`src/rtl/sio_rx_pkg.sv`:
```
package sio_rx_pkg;
  localparam int unsigned DATA_W = 8;
  localparam int unsigned OVS    = 16;

  localparam logic [1:0] MODE_NORM = 2'b00;
  localparam logic [1:0] MODE_MP   = 2'b01;

  typedef enum logic [2:0] {
    RX_IDLE,
    RX_START,
    RX_DATA,
    RX_EXTRA,
    RX_STOP
  } rx_state_t;
endpackage

```
`src/rtl/sio_rx_sync.sv`:
```
module sio_rx_sync #(
  parameter int unsigned STAGES  = 2,
  parameter logic        RST_VAL = 1'b0
) (
  input  logic clk,
  input  logic rst_n,
  input  logic d,
  output logic q
);
  logic [STAGES-1:0] pipe_q;

  always_ff @(posedge clk or negedge rst_n) begin
    if (!rst_n) pipe_q <= {STAGES{RST_VAL}};
    else        pipe_q <= {pipe_q[STAGES-2:0], d};
  end

  assign q = pipe_q[STAGES-1];
endmodule

```
`src/rtl/sio_rx_async.sv`:
```
module sio_rx_async
  import sio_rx_pkg::*;
#(
  parameter int unsigned DIV = 4
) (
  input  logic              clk,
  input  logic              rst_n,
  input  logic              en,
  input  logic              extra_en,
  input  logic              line,
  output logic              done,
  output logic [DATA_W-1:0] data,
  output logic              extra_bit,
  output logic              stop_bit
);
  localparam int unsigned DIV_W = $clog2(DIV);
  localparam int unsigned CNT_W = $clog2(OVS);
  localparam int unsigned BIT_W = $clog2(DATA_W);
  localparam int unsigned HALF  = OVS / 2;

  logic [DIV_W-1:0]  div_q, div_n;
  logic              tick;
  rx_state_t         st_q, st_n;
  logic [CNT_W-1:0]  cnt_q, cnt_n;
  logic [BIT_W-1:0]  bits_q, bits_n;
  logic [DATA_W-1:0] sh_q, sh_n;
  logic              ext_q, ext_n, stp_q, stp_n, done_q, done_n;

  assign tick  = (div_q == DIV_W'(DIV - 1));
  assign div_n = (!en || tick) ? '0 : div_q + 1'b1;

  always_comb begin
    st_n   = st_q;
    cnt_n  = cnt_q;
    bits_n = bits_q;
    sh_n   = sh_q;
    ext_n  = ext_q;
    stp_n  = stp_q;
    done_n = 1'b0;
    if (!en) begin
      st_n  = RX_IDLE;
      cnt_n = '0;
    end else if (tick) begin
      case (st_q)
        RX_IDLE: begin
          if (!line) begin
            st_n  = RX_START;
            cnt_n = '0;
          end
        end
        RX_START: begin
          if (cnt_q == CNT_W'(HALF - 1)) begin
            cnt_n  = '0;
            bits_n = '0;
            st_n   = line ? RX_IDLE : RX_DATA;
          end else begin
            cnt_n = cnt_q + 1'b1;
          end
        end
        RX_DATA: begin
          if (cnt_q == CNT_W'(OVS - 1)) begin
            cnt_n = '0;
            sh_n  = {line, sh_q[DATA_W-1:1]};
            if (bits_q == BIT_W'(DATA_W - 1)) st_n = extra_en ? RX_EXTRA : RX_STOP;
            else                              bits_n = bits_q + 1'b1;
          end else begin
            cnt_n = cnt_q + 1'b1;
          end
        end
        RX_EXTRA: begin
          if (cnt_q == CNT_W'(OVS - 1)) begin
            cnt_n = '0;
            ext_n = line;
            st_n  = RX_STOP;
          end else begin
            cnt_n = cnt_q + 1'b1;
          end
        end
        RX_STOP: begin
          if (cnt_q == CNT_W'(OVS - 1)) begin
            cnt_n  = '0;
            stp_n  = line;
            done_n = 1'b1;
            st_n   = RX_IDLE;
          end else begin
            cnt_n = cnt_q + 1'b1;
          end
        end
        default: st_n = RX_IDLE;
      endcase
    end
  end

  always_ff @(posedge clk or negedge rst_n) begin
    if (!rst_n) begin
      div_q  <= '0;
      st_q   <= RX_IDLE;
      cnt_q  <= '0;
      bits_q <= '0;
      sh_q   <= '0;
      ext_q  <= 1'b0;
      stp_q  <= 1'b1;
      done_q <= 1'b0;
    end else begin
      div_q  <= div_n;
      st_q   <= st_n;
      cnt_q  <= cnt_n;
      bits_q <= bits_n;
      sh_q   <= sh_n;
      ext_q  <= ext_n;
      stp_q  <= stp_n;
      done_q <= done_n;
    end
  end

  assign done      = done_q;
  assign data      = sh_q;
  assign extra_bit = ext_q;
  assign stop_bit  = stp_q;
endmodule

```
`src/rtl/sio_rx_clocked.sv`:
```
module sio_rx_clocked
  import sio_rx_pkg::*;
(
  input  logic              clk,
  input  logic              rst_n,
  input  logic              en,
  input  logic              sclk_s,
  input  logic              sd_s,
  output logic              done,
  output logic [DATA_W-1:0] data
);
  localparam int unsigned BIT_W = $clog2(DATA_W);

  logic              sclk_d_q;
  logic              rise;
  logic [BIT_W-1:0]  bits_q, bits_n;
  logic [DATA_W-1:0] sh_q, sh_n;
  logic              done_q, done_n;

  assign rise = sclk_s & ~sclk_d_q;

  always_comb begin
    bits_n = bits_q;
    sh_n   = sh_q;
    done_n = 1'b0;
    if (!en) begin
      bits_n = '0;
    end else if (rise) begin
      sh_n = {sd_s, sh_q[DATA_W-1:1]};
      if (bits_q == BIT_W'(DATA_W - 1)) begin
        bits_n = '0;
        done_n = 1'b1;
      end else begin
        bits_n = bits_q + 1'b1;
      end
    end
  end

  always_ff @(posedge clk or negedge rst_n) begin
    if (!rst_n) begin
      sclk_d_q <= 1'b0;
      bits_q   <= '0;
      sh_q     <= '0;
      done_q   <= 1'b0;
    end else begin
      sclk_d_q <= sclk_s;
      bits_q   <= bits_n;
      sh_q     <= sh_n;
      done_q   <= done_n;
    end
  end

  assign done = done_q;
  assign data = sh_q;
endmodule

```
`src/rtl/sio_rx_status.sv`:
```
module sio_rx_status
  import sio_rx_pkg::*;
(
  input  logic              clk,
  input  logic              rst_n,
  input  logic [1:0]        mode,
  input  logic              par_en,
  input  logic              par_odd,
  input  logic              a_done,
  input  logic [DATA_W-1:0] a_data,
  input  logic              a_extra,
  input  logic              a_stop,
  input  logic              s_done,
  input  logic [DATA_W-1:0] s_data,
  input  logic              rd_strobe,
  input  logic              err_clr,
  output logic [DATA_W-1:0] data,
  output logic              full,
  output logic              perr,
  output logic              oerr,
  output logic              ferr,
  output logic              marker
);
  logic              is_sync, fr_done, keep, accept, par_bad, frm_bad;
  logic [DATA_W-1:0] fr_byte;
  logic [DATA_W-1:0] data_q, data_n;
  logic              full_q, full_n, per_q, per_n, ovr_q, ovr_n, frm_q, frm_n, mk_q, mk_n;

  assign is_sync = mode[1];
  assign fr_done = is_sync ? s_done : a_done;
  assign fr_byte = is_sync ? s_data : a_data;
  assign par_bad = (mode == MODE_NORM) & par_en & ((^{a_data, a_extra}) ^ par_odd);
  assign frm_bad = ~is_sync & ~a_stop;
  assign keep    = full_q & ~rd_strobe;
  assign accept  = fr_done & ~keep;

  always_comb begin
    data_n = data_q;
    mk_n   = mk_q;
    full_n = rd_strobe ? 1'b0 : full_q;
    per_n  = err_clr ? 1'b0 : per_q;
    ovr_n  = err_clr ? 1'b0 : ovr_q;
    frm_n  = err_clr ? 1'b0 : frm_q;
    if (accept) begin
      data_n = fr_byte;
      mk_n   = (mode == MODE_MP) & a_extra;
      full_n = 1'b1;
      per_n  = per_n | par_bad;
      frm_n  = frm_n | frm_bad;
    end else if (fr_done) begin
      ovr_n = 1'b1;
    end
  end

  always_ff @(posedge clk or negedge rst_n) begin
    if (!rst_n) begin
      data_q <= '0;
      mk_q   <= 1'b0;
      full_q <= 1'b0;
      per_q  <= 1'b0;
      ovr_q  <= 1'b0;
      frm_q  <= 1'b0;
    end else begin
      data_q <= data_n;
      mk_q   <= mk_n;
      full_q <= full_n;
      per_q  <= per_n;
      ovr_q  <= ovr_n;
      frm_q  <= frm_n;
    end
  end

  assign data   = data_q;
  assign full   = full_q;
  assign perr   = per_q;
  assign oerr   = ovr_q;
  assign ferr   = frm_q;
  assign marker = mk_q;
endmodule

```
`src/rtl/sio_rx_unit.sv`:
```
module sio_rx_unit
  import sio_rx_pkg::*;
#(
  parameter int unsigned DIV       = 4,
  parameter int unsigned SYNC_STGS = 2
) (
  input  logic              clk,
  input  logic              rst_n,
  input  logic              rxd,
  input  logic              sclk_ext,
  input  logic [1:0]        mode_sel,
  input  logic              par_en,
  input  logic              par_odd,
  input  logic              rd_strobe,
  input  logic              err_clr,
  output logic [DATA_W-1:0] rx_data,
  output logic              rx_valid,
  output logic              flag_full,
  output logic              flag_par,
  output logic              flag_ovr,
  output logic              flag_frm,
  output logic              mp_marker,
  output logic              rx_irq
);
  logic              rxd_s, sclk_s;
  logic              a_en, a_extra_en, a_done, a_extra, a_stop, s_done;
  logic [DATA_W-1:0] a_data, s_data;

  assign a_en       = ~mode_sel[1];
  assign a_extra_en = a_en & (mode_sel[0] | par_en);

  sio_rx_sync #(.STAGES(SYNC_STGS), .RST_VAL(1'b1)) u_rxd_sync (
    .clk(clk), .rst_n(rst_n), .d(rxd), .q(rxd_s)
  );

  sio_rx_sync #(.STAGES(SYNC_STGS), .RST_VAL(1'b0)) u_sclk_sync (
    .clk(clk), .rst_n(rst_n), .d(sclk_ext), .q(sclk_s)
  );

  sio_rx_async #(.DIV(DIV)) u_async (
    .clk(clk), .rst_n(rst_n), .en(a_en), .extra_en(a_extra_en), .line(rxd_s),
    .done(a_done), .data(a_data), .extra_bit(a_extra), .stop_bit(a_stop)
  );

  sio_rx_clocked u_clocked (
    .clk(clk), .rst_n(rst_n), .en(mode_sel[1]), .sclk_s(sclk_s), .sd_s(rxd_s),
    .done(s_done), .data(s_data)
  );

  sio_rx_status u_status (
    .clk(clk), .rst_n(rst_n), .mode(mode_sel), .par_en(par_en), .par_odd(par_odd),
    .a_done(a_done), .a_data(a_data), .a_extra(a_extra), .a_stop(a_stop),
    .s_done(s_done), .s_data(s_data), .rd_strobe(rd_strobe), .err_clr(err_clr),
    .data(rx_data), .full(flag_full), .perr(flag_par), .oerr(flag_ovr),
    .ferr(flag_frm), .marker(mp_marker)
  );

  assign rx_valid = flag_full & ~(flag_par | flag_ovr | flag_frm);
  assign rx_irq   = flag_full | flag_par | flag_ovr | flag_frm;
endmodule

```
`config.mk`:
```
export PLATFORM = sky130hd
export DESIGN_NAME = sio_rx_unit
export DESIGN_NICKNAME = d
export VERILOG_FILES = /design/src/rtl/sio_rx_pkg.sv /design/src/rtl/sio_rx_sync.sv /design/src/rtl/sio_rx_async.sv /design/src/rtl/sio_rx_clocked.sv /design/src/rtl/sio_rx_status.sv /design/src/rtl/sio_rx_unit.sv
export SDC_FILE = /design/constraint.sdc
export NUM_CORES = 1
export LEC_CHECK = 0
export BUFFER_PORTS_ARGS = -buffer_cell sky130_fd_sc_hd__clkbuf_2
export CAP_MARGIN = 0
export CELL_PAD_IN_SITES_DETAIL_PLACEMENT = 1
export CELL_PAD_IN_SITES_GLOBAL_PLACEMENT = 2
export CORE_MARGIN = 2
export CORE_UTILIZATION = 39
export DETAILED_ROUTE_END_ITERATION = 12
export GPL_ROUTABILITY_DRIVEN = 1
export PLACE_DENSITY = 0.81
export SLEW_MARGIN = 40
export SYNTH_ARGS = -nofsm -noshare
export SYNTH_HDL_FRONTEND = slang
export SYNTH_SLANG_ARGS = --single-unit
```
`constraint.sdc`:
```
create_clock -name clk -period 2.2 [get_ports clk]
set_clock_uncertainty 0.1 [all_clocks]
set_input_delay 0.11 -clock clk [delete_from_list [all_inputs] [get_ports clk]]
set_output_delay 0.11 -clock clk [all_outputs]
set_load 0.02 [all_outputs]
```
==> out/qor.yml, run 1 <==
drt_iter0_markers: 65
dr_total_vias: 1664
netlist_area_um2: 2512
first_pass_iters: 4
yosysMostFrequentCell: "dfrtp_1"
cp-end-kind: "register"
critPathMaxStageDelay_ns: 0.41
final_nets: 264
min_from: "par_en"
cp_max_fo: 4
final_cell_area_um2: 2879
fin_crit_sh_pct: 86.53
grt_usage_pct: 15.36
path_clk_slew_ns: 0.10
initial_core_util_pct: 40.02
required_ns: 2.31
die_w_um: 84.26
startpoint_type: "register"
antenna_cells: 0
ir_worst_vdd_uv: 290.6
crit_family: "compound AO/OA/AOI/OAI gates"
grt_overflow: 0
dp_cells: 312
yosys-top-cells-area: "dfrtp_1 50%, mux2_2 5.4%, mux2i_1 5.2%"
wl_per_cell_um: 14.96
synth-seq-cells: 53
crit_top_cell: "ha_1"
reg2regPathDepth: 7
synth_edf_count: 0
dieArea_um2: 7100
drv_slew: 0
ys_top_cells_by_count: "50 x dfrtp_1, 19 x nor2_1, 13 x mux2i_1"
ant_nets: 0
hpwl_mm: 3.641
cts_tree: "yes"
fmax_mhz: 525.3
relSlewSlack_pct: 70.34
r2r_setup_slack_ns: 0.30
die_h_um: 84.26
tritoncts.num_buffers: 5
cap_viol_max_count: 0
cts_root_buf: "clkbuf_8"
crit-reg2reg-launch: "u_async.bits_q[0]"
hold_viol: 0
grt_pass1_wl_mm: 8.707
cts.path.max_buffers: 2
min_path_type: "input port to register"
powerDensity_nw_per_um2: 647.0
cp_cell_sequence: "ha_1, ha_1, o211ai_2, a21oi_2, o311a_4, a211o_1, o41ai_1"
grt_pass1_vias: 1748
min_to: "u_status.perr"
synth-seq-area-share_pct: 52.94
grt_max_degree: 23
async_reset_ff_share_pct: 100.0
crit_path_top_delay_cell: "dfrtp_1"
synth_area_per_cell_um2: 11.80
p_leak_nw: 1.362
yosys.area.top_type: "dfrtp_1"
port_buffers: 24
area_delta_synth_final_pct: 14.59
htree_num_levels: 2
clk_latency_ns: 0.31
drt-total-wl_mm: 4.877
drcViolationCount: 0
cts_sinks: 53
final.setup.tns_ns: 0
finalSetupViolCount: 0
timing.hold.ws_ns: 0.01925
tightest_slew_ns: 0.4449
rsz0062_at_grt: "false"
synth.distinct_cells: 50
place_area_um2: 2723
final.min_clock_period_ns: 1.904
cp.arrival_ns: 2.01
synth_top_area_share_pct: 49.80
stdcell_count: 326
ioPinCount: 25
routed_via_density: 5.104
outcome: "finished, final reports clean"
fp-row-count: 29
synth_flop_cell: "dfrtp_1"
post_route_cells_drive_above_1_share_pct: 27.31
place_congestion: 0.7786
holdPathStages: 3
worst-path-buf-inv: 0
core-area_um2: 6277
path_class: "register to register"
r2r_end: "u_async.st_q[1]"
synth_nets: 229
antenna_found_initial: 0
netlist_instances: 213
ys_warn_count: 0
[layout make-up]
class | count | area [um^2]
multi-input cells | 144 | 1094
repair buffers | 38 | 240.2
clock buffers | 6 | 82.58
clock inverters | 2 | 13.76
flip-flops and latches | 53 | 1330
inverters | 6 | 22.52
well taps | 77 | 96.34
fillers | 694 | 3398
[cells by family (layout without fill, tap and decap cells)]
group	count (synthesis)	count (layout)	synth area share, %
AO/OA/AOI/OAI	33	33	10.06
XOR/XNOR	10	10	3.486
adder cells (fa/ha/maj)	6	6	2.988
buffers and inverters	16	52	3.536
flip-flops	53	53	52.94
multiplexers	31	31	13.25
AND/OR/NAND/NOR	64	64	13.75
[layout by cell type (no fill, tap or decap), types with 5 or more instances in the layout]
cell type,Yosys,layout
mux2_1,6,6
nand2b_1,5,5
inv_1,6,6
buf_4,0,8
clkbuf_2,0,24
nor2_1,19,19
xnor2_1,9,9
nor2b_1,5,5
nand3_1,6,6
ha_1,6,6
a21oi_1,9,9
dlygate4sd3_1,0,6
nand2_1,12,12
mux2i_1,13,13
dfrtp_1,50,50
clkbuf_8,0,6
mux2_2,12,12
[where the power goes]
part / internal [W] / leakage [nW] / switching (W)
clock network: 0.000256 / 0.0512 / 0.000325
registers: 0.00105 / 0.703 / 0.0000532
logic: 0.0000996 / 0.608 / 0.0000824
total: 0.00140 / 1.36 / 0.000461
[state kept, by name, summed over array words and instances, names as in the netlist, 2 cells and up]
| signal | cells |
|---|---|
| u_async.data | 8 |
| u_clocked.data | 8 |
| u_status.data | 8 |
| u_async.cnt_q | 4 |
| u_async.bits_q | 3 |
| u_async.st_q | 3 |
| u_clocked.bits_q | 3 |
| u_async.div_q | 2 |
| u_rxd_sync.pipe_q | 2 |
| u_sclk_sync.pipe_q | 2 |
[per-layer routing]
layer,global-route usage [%],up-vias,routed length (um)
met5,0,-,0
met1,22.69,815,2479
met3,3.245,5,166
met2,22.87,30,2175
met4,4.399,0,57
li1,-,814,-
[worst register-to-register path, delay by kind of cell, from the launching register on]
kind	cells	cell delay (ns)
AOI/OAI and AO/OA	5	0.88
adders and majority gates	2	0.41
DFF	1	0.41
[how the worst max path moves through the flow]
stage	start	cells after the start	slack (ns)	endpoint
2_1_floorplan	u_async.bits_q[0]	7	0.40	u_async.st_q[1]
3_3_place_gp	u_async.bits_q[0]	7	0.35	u_async.st_q[1]
3_5_place_dp	u_async.bits_q[0]	7	0.32	u_async.st_q[1]
4_1_cts	u_async.bits_q[0]	7	0.30	u_async.st_q[1]
5_1_grt	u_async.st_q[0]	5	0.16	u_async.cnt_q[3]
6_report	u_async.bits_q[0]	7	0.30	u_async.st_q[1]
[metrics by stage]
step / total power [W] / setup WS, ns / utilization (%)
floorplan: 0.001222 / 0.3999 / -
global placement: 0.001287 / 0.3495 / 43.37
finish: 0.001863 / 0.2964 / 45.86
detailed placement: 0.001298 / 0.3200 / 43.37
global route: 0.001967 / 0.1600 / 45.86
CTS: 0.001888 / 0.2970 / 45.86
[timing repair]
| item | CTS | global route |
|---|---|---|
| setup endpoints to repair | 0 | 0 |
| hold endpoints to repair | 22 | 0 |
| buffers inserted | 0 | 0 |
| gates resized for setup | 0 | 0 |
| hold buffers | 6 | 0 |
(Power assumes the default switching activity.)
==> run 2, diff against run 1 <==
--- a/config.mk
+++ b/config.mk
@@ -7,13 +7,11 @@
 export LEC_CHECK = 0
 export BUFFER_PORTS_ARGS = -buffer_cell sky130_fd_sc_hd__clkbuf_2
 export CAP_MARGIN = 0
-export CELL_PAD_IN_SITES_DETAIL_PLACEMENT = 1
-export CELL_PAD_IN_SITES_GLOBAL_PLACEMENT = 2
 export CORE_MARGIN = 2
-export CORE_UTILIZATION = 39
+export CORE_UTILIZATION = 62
 export DETAILED_ROUTE_END_ITERATION = 12
 export GPL_ROUTABILITY_DRIVEN = 1
-export PLACE_DENSITY = 0.81
+export PLACE_DENSITY = 0.86
 export SLEW_MARGIN = 40
 export SYNTH_ARGS = -nofsm -noshare
 export SYNTH_HDL_FRONTEND = slang
==> constraint.sdc (replaced) <==
create_clock -name clk -period 2.4 [get_ports clk]
set_clock_uncertainty 0.1 [all_clocks]
set_input_delay 0.12 -clock clk [delete_from_list [all_inputs] [get_ports clk]]
set_output_delay 0.12 -clock clk [all_outputs]
set_load 0.02 [all_outputs]
==> run 2 against run 1 <==
  * Power decreased by 10%
  * Critical path depth unchanged
  * Non-clock buffer count down 4
  * Clock power fell by 14%
  * Flip-flop and latch count stayed put
  * Register-to-register slack gained 0.20 ns
  * Largest cell class unchanged
  * Largest power group unchanged
==> out/qor.yml, run 2 (synthesis gave the netlist of run 1 again) <==
crit-reg2reg-launch: "u_async.bits_q[0]"
drv_slew: 0
antenna_cells: 0
fin_crit_sh_pct: 79.36
area_delta_synth_final_pct: 11.70
min_from: "par_en"
die_h_um: 67.66
core-area_um2: 3943
final_common_cell: "dfrtp_1"
clk_latency_ns: 0.30
crit_family: "compound AO/OA/AOI/OAI gates"
final.min_clock_period_ns: 1.905
wl_per_cell_um: 14.12
power_w: 0.001669
p_leak_nw: 1.337
rsz0062_at_grt: "false"
die_w_um: 67.66
power.internal_w: 0.001283
final_nets: 260
outcome: "finished, final reports clean"
r2r_setup_slack_ns: 0.50
crit_start: "u_async.bits_q[0]"
grt_max_degree: 54
relSlewSlack_pct: 57.23
grt_usage_pct: 21.63
fp-row-count: 23
cts_tree: "yes"
initial_core_util_pct: 63.73
ioPinCount: 25
drcViolationCount: 0
worst-path-buf-inv: 0
path_clk_slew_ns: 0.09
path_class: "register to register"
required_ns: 2.50
comb_power_share_pct: 9.7
min_path_type: "input port to register"
place_congestion: 0.7903
p_clk_share_pct: 30.1
drt_iter0_markers: 123
p_sw_share_pct: 23.16
final.setup.tns_ns: 0
routed_via_density: 5.590
fin_util_pct: 71.18
htree_num_levels: 2
timing.hold.ws_ns: 0.01206
cp_cell_sequence: "ha_1, ha_1, o211ai_2, a21oi_2, o311a_4, a211o_1, o41ai_1"
port_buffers: 24
ant_nets: 0
cts_root_buf: "clkbuf_8"
cts_setup_buffers: 0
pwr-share-seq_pct: 60.3
fmax_mhz: 525.0
crit_path_top_delay_cell: "dfrtp_1"
first_pass_iters: 4
powerDensity_nw_per_um2: 594.8
cp_max_fo: 4
dr_total_vias: 1649
cp-end-kind: "register"
ir_worst_vdd_uv: 470.7
grt_overflow: 0
hold_viol: 0
finalSetupViolCount: 0
cts_sinks: 53
grt_pass1_wl_mm: 7.162
dieArea_um2: 4577
cp.arrival_ns: 2.00
layout_common_cells: "50 x dfrtp_1, 24 x clkbuf_2, 19 x nor2_1"
grt_pass1_vias: 1625
hpwl_mm: 2.926
tightest_slew_ns: 0.6416
antenna_found_initial: 0
crit_top_cell: "ha_1"
post_route_cells_drive_above_1_share_pct: 25.71
drt-total-wl_mm: 4.166
cts.path.max_buffers: 2
tritoncts.num_buffers: 5
power.switching_w: 0.0003867
critPathMaxStageDelay_ns: 0.41
startpoint_type: "register"
cap_viol_max_count: 0
-- run 2: cell types whose count changed in the layout (fill, tap and decap cells not counted) --
cell | before | now
clkinv_4 | 1 | 0
clkinv_2 | 1 | 0
dlygate4sd3_1 | 6 | 5
clkbuf_1 | 0 | 2
buf_4 | 8 | 5
-- run 2: power groups by stage --
stage	Sequential [W]	Combinational, W	Clock, W
2_1_floorplan	0.00101	0.000113	0
3_5_place_dp	0.00102	0.000157	0
5_1_grt	0.00101	0.000181	0.000561
4_1_cts	0.00101	0.000165	0.000519
6_report	0.00101	0.000161	0.000502
3_3_place_gp	0.00102	0.000150	0
-- run 2: worst paths after layout --
kind	end	depth (start not counted)
setup / recovery	u_async.st_q[1]	7
hold / removal	u_status.perr	3
setup reg to reg	u_async.st_q[1]	7
hold reg to reg	u_sclk_sync.pipe_q[1]	0
max in group asynchronous	u_clocked.bits_q[2]	3
min in group asynchronous	u_status.ferr	3
-- run 2: layout make-up --
class / count / area (um^2)
tap: 50 / 62.56
fill: 290 / 1136
multi-input combinational: 144 / 1094
inverter: 6 / 22.52
clock buffer: 8 / 90.09
sequential: 53 / 1330
timing repair buffer: 34 / 207.7
-- run 2: timing repair --
action                    4_1_cts  5_1_grt
hold endpoints to repair       56        0
hold buffers                    5        0
gates resized for setup         0        0
-- run 2: worst reg2reg max path, delay by kind of cell, from the launching register on --
family | cells | cell delay, ns
AO/OA/AOI/OAI | 5 | 0.88
adder cells (fa/ha/maj) | 2 | 0.40
flip-flops | 1 | 0.41
-- run 2: per-stage QoR --
step           cell area [um^2]  setup WS (ns)  cells
5_1_grt                    2806         0.3959    295
4_1_cts                    2806         0.4911    295
3_3_place_gp               2666         0.5593    282
6_report                   2806         0.4953    295
3_5_place_dp               2666         0.5196    282
2_1_floorplan              2512         0.5999    213
-- run 2: per-layer routing --
metal | track usage, % | share of wire [%] | up-vias
met1 | 26.11 | 46 | 805
met3 | 5.500 | 3.6 | 6
met5 | 0 | 0 | -
li1 | - | - | 810
met4 | 8.418 | 1.2 | 0
met2 | 37.01 | 49 | 28
==> run 3, diff against run 2 <==
--- a/config.mk
+++ b/config.mk
@@ -8,10 +8,10 @@
 export BUFFER_PORTS_ARGS = -buffer_cell sky130_fd_sc_hd__clkbuf_2
 export CAP_MARGIN = 0
 export CORE_MARGIN = 2
-export CORE_UTILIZATION = 62
+export CORE_UTILIZATION = 52
 export DETAILED_ROUTE_END_ITERATION = 12
 export GPL_ROUTABILITY_DRIVEN = 1
-export PLACE_DENSITY = 0.86
+export PLACE_DENSITY = 0.77
 export SLEW_MARGIN = 40
 export SYNTH_ARGS = -nofsm -noshare
 export SYNTH_HDL_FRONTEND = slang
==> constraint.sdc (replaced) <==
create_clock -name clk -period 1.6 [get_ports clk]
set_clock_uncertainty 0.1 [all_clocks]
set_input_delay 0.08 -clock clk [delete_from_list [all_inputs] [get_ports clk]]
set_output_delay 0.08 -clock clk [all_outputs]
set_load 0.02 [all_outputs]
==> run 3 against run 2 <==
  * The run now ends with setup timing left
  * Sequential power increased by 50%
  * First-iteration DRC count decreased by 48%
  * Register-to-register slack got worse by 0.74 ns
  * Worst hold slack improved by 0.068 ns
  * Non-clock buffer count increased by 41
  * Flip-flop and latch count unchanged
  * Cell count increased by 15%
  * Sequential share of layout area decreased by 7.8 points
  * Global-route usage about the same
  * Critical path type unchanged
  * Largest power group unchanged
  * Highest routed layer unchanged
==> out/qor.yml, run 3 (synthesis gave the netlist of run 1 again) <==
outcome: "finished with violations"
violations: "setup timing"
grt_use_met1_pct: 27.26
gr-max-usage-layer: "met2"
antenna_cells: 0
startpoint_type: "register"
grt_max_degree: 24
fmax_mhz: 541.7
dieArea_um2: 5404
met2_usage_pct: 37.30
p_sw_share_pct: 24.21
cts_sinks: 53
p_leak_nw: 1.586
hpwl_mm: 3.534
final.min_clock_period_ns: 1.846
path_class: "register to register"
first_pass_iters: 4
hold_viol: 0
cts_root_buf: "clkbuf_8"
ir_worst_vdd_uv: 680.7
cts.path.max_buffers: 2
cp_cell_sequence: "ha_2, ha_4, o211ai_2, a21oi_2, o311a_4, a211o_1, o41ai_2"
place_congestion: 0.8578
ioPinCount: 25
rsz0062_at_grt: "true"
layout_common_cells: "49 x dfrtp_1, 40 x buf_4, 23 x clkbuf_2"
cts_tree: "yes"
drv_slew: 0
path_clk_slew_ns: 0.11
fin_crit_sh_pct: 115.4
wl_per_cell_um: 15.43
fin_util_pct: 71.71
die_w_um: 73.51
htree_num_levels: 2
final_cell_area_um2: 3364
port_buffers: 24
grt_pass1_wl_mm: 8.852
required_ns: 1.72
clk_latency_ns: 0.31
fp-row-count: 25
grt_pass1_vias: 1937
drt-total-wl_mm: 5.246
routed_via_density: 5.376
powerDensity_nw_per_um2: 817.5
initial_core_util_pct: 53.55
cp_max_fo: 4
finalSetupViolCount: 19
setup_slack_ns: -0.2461
place_area_um2: 2912
area_delta_synth_final_pct: 33.91
power.internal_w: 0.002084
antenna_found_initial: 0
crit_path_top_delay_cell: "dfrtp_1"
critPathMaxStageDelay_ns: 0.40
drt_iter0_markers: 64
grt_overflow: 0
dr_total_vias: 1828
ant_nets: 0
pwr-share-seq_pct: 54.8
comb_power_share_pct: 10.6
power_w: 0.002750
p_clk_share_pct: 34.6
relSlewSlack_pct: 77.71
die_h_um: 73.51
min_path_type: "input port to async pin"
tightest_slew_ns: 0.3329
final_common_cell: "dfrtp_1"
drcViolationCount: 0
post_route_cells_drive_above_1_share_pct: 43.71
cp.arrival_ns: 1.96
power.switching_w: 0.0006658
cp-end-kind: "register"
cap_viol_max_count: 0
worst-path-buf-inv: 0
crit_family: "compound AO/OA/AOI/OAI gates"
tritoncts.num_buffers: 5
grt_usage_pct: 21.68
final_nets: 301
core-area_um2: 4692
grt_util_met3_pct: 4.527
[run 3: changes by cell type in the layout (fill, tap and decap cells not counted), moves of 3 or more]
cell	before	now
ha_1	6	2
mux2_2	12	8
xnor2_2	0	3
mux2_1	6	1
mux2_4	0	9
buf_4	5	40
dlygate4sd3_1	5	9
xnor2_1	9	6
[run 3: worst paths after layout]
path	start	to	slack [ns]	depth (start not counted)
hold reg to reg	u_sclk_sync.pipe_q[0]	u_sclk_sync.pipe_q[1]	0.26	0
setup reg to reg	u_async.bits_q[0]	u_async.st_q[1]	-0.25	7
min in group clk	mode_sel[1]	u_async.st_q[0]	0.08	3
setup / recovery	u_async.bits_q[0]	u_async.st_q[1]	-0.25	7
hold / removal	rst_n	u_status.data[0]	0.08	2
max in group asynchronous	rst_n	u_rxd_sync.pipe_q[1]	0.80	3
[run 3: power groups by stage]
stage	clock network [W]	registers [W]	logic (W)
3_3_place_gp	0	0.00152	0.000257
5_1_grt	0.00102	0.00152	0.000322
4_1_cts	0.000969	0.00150	0.000287
6_report	0.000951	0.00151	0.000292
3_5_place_dp	0	0.00153	0.000268
2_1_floorplan	0	0.00151	0.000170
[run 3: stage by stage]
stage	std cells	hold slack [ns]	TNS [ns]	worst slack [ns]
global placement	314	-0.1040	-1.102	-0.1691
global route	340	0.09787	-3.706	-0.3386
detailed placement	314	-0.1068	-1.815	-0.2270
finish	340	0.07992	-2.387	-0.2461
CTS	335	0.07884	-2.047	-0.2367
floorplan	213	-0.3156	-0.7416	-0.1560
[run 3: final cells by class]
| class | instances | area [um^2] |
|---|---|---|
| Multi-Input combinational cell | 144 | 1267 |
| Clock buffer | 5 | 68.82 |
| Clock inverter | 3 | 50.05 |
| Inverter | 6 | 22.52 |
| Sequential cell | 53 | 1331 |
| Fill cell | 315 | 1328 |
| Timing Repair Buffer | 75 | 556.8 |
| Tap cell | 54 | 67.56 |
[run 3: what timing repair did]
| action | in CTS | in global routing |
|---|---|---|
| pin swaps | 6 | 5 |
| hold buffers | 9 | 0 |
| setup buffers | 4 | 5 |
| gates resized for setup | 20 | 13 |
| endpoints found under the hold margin | 58 | 0 |
| setup endpoints to repair | 19 | 22 |
[run 3: routing by layer]
layer	vias to the layer above	share of wire (%)
li1	889	-
met3	9	3.4
met5	-	0
met4	0	1.6
met1	896	45
met2	34	50
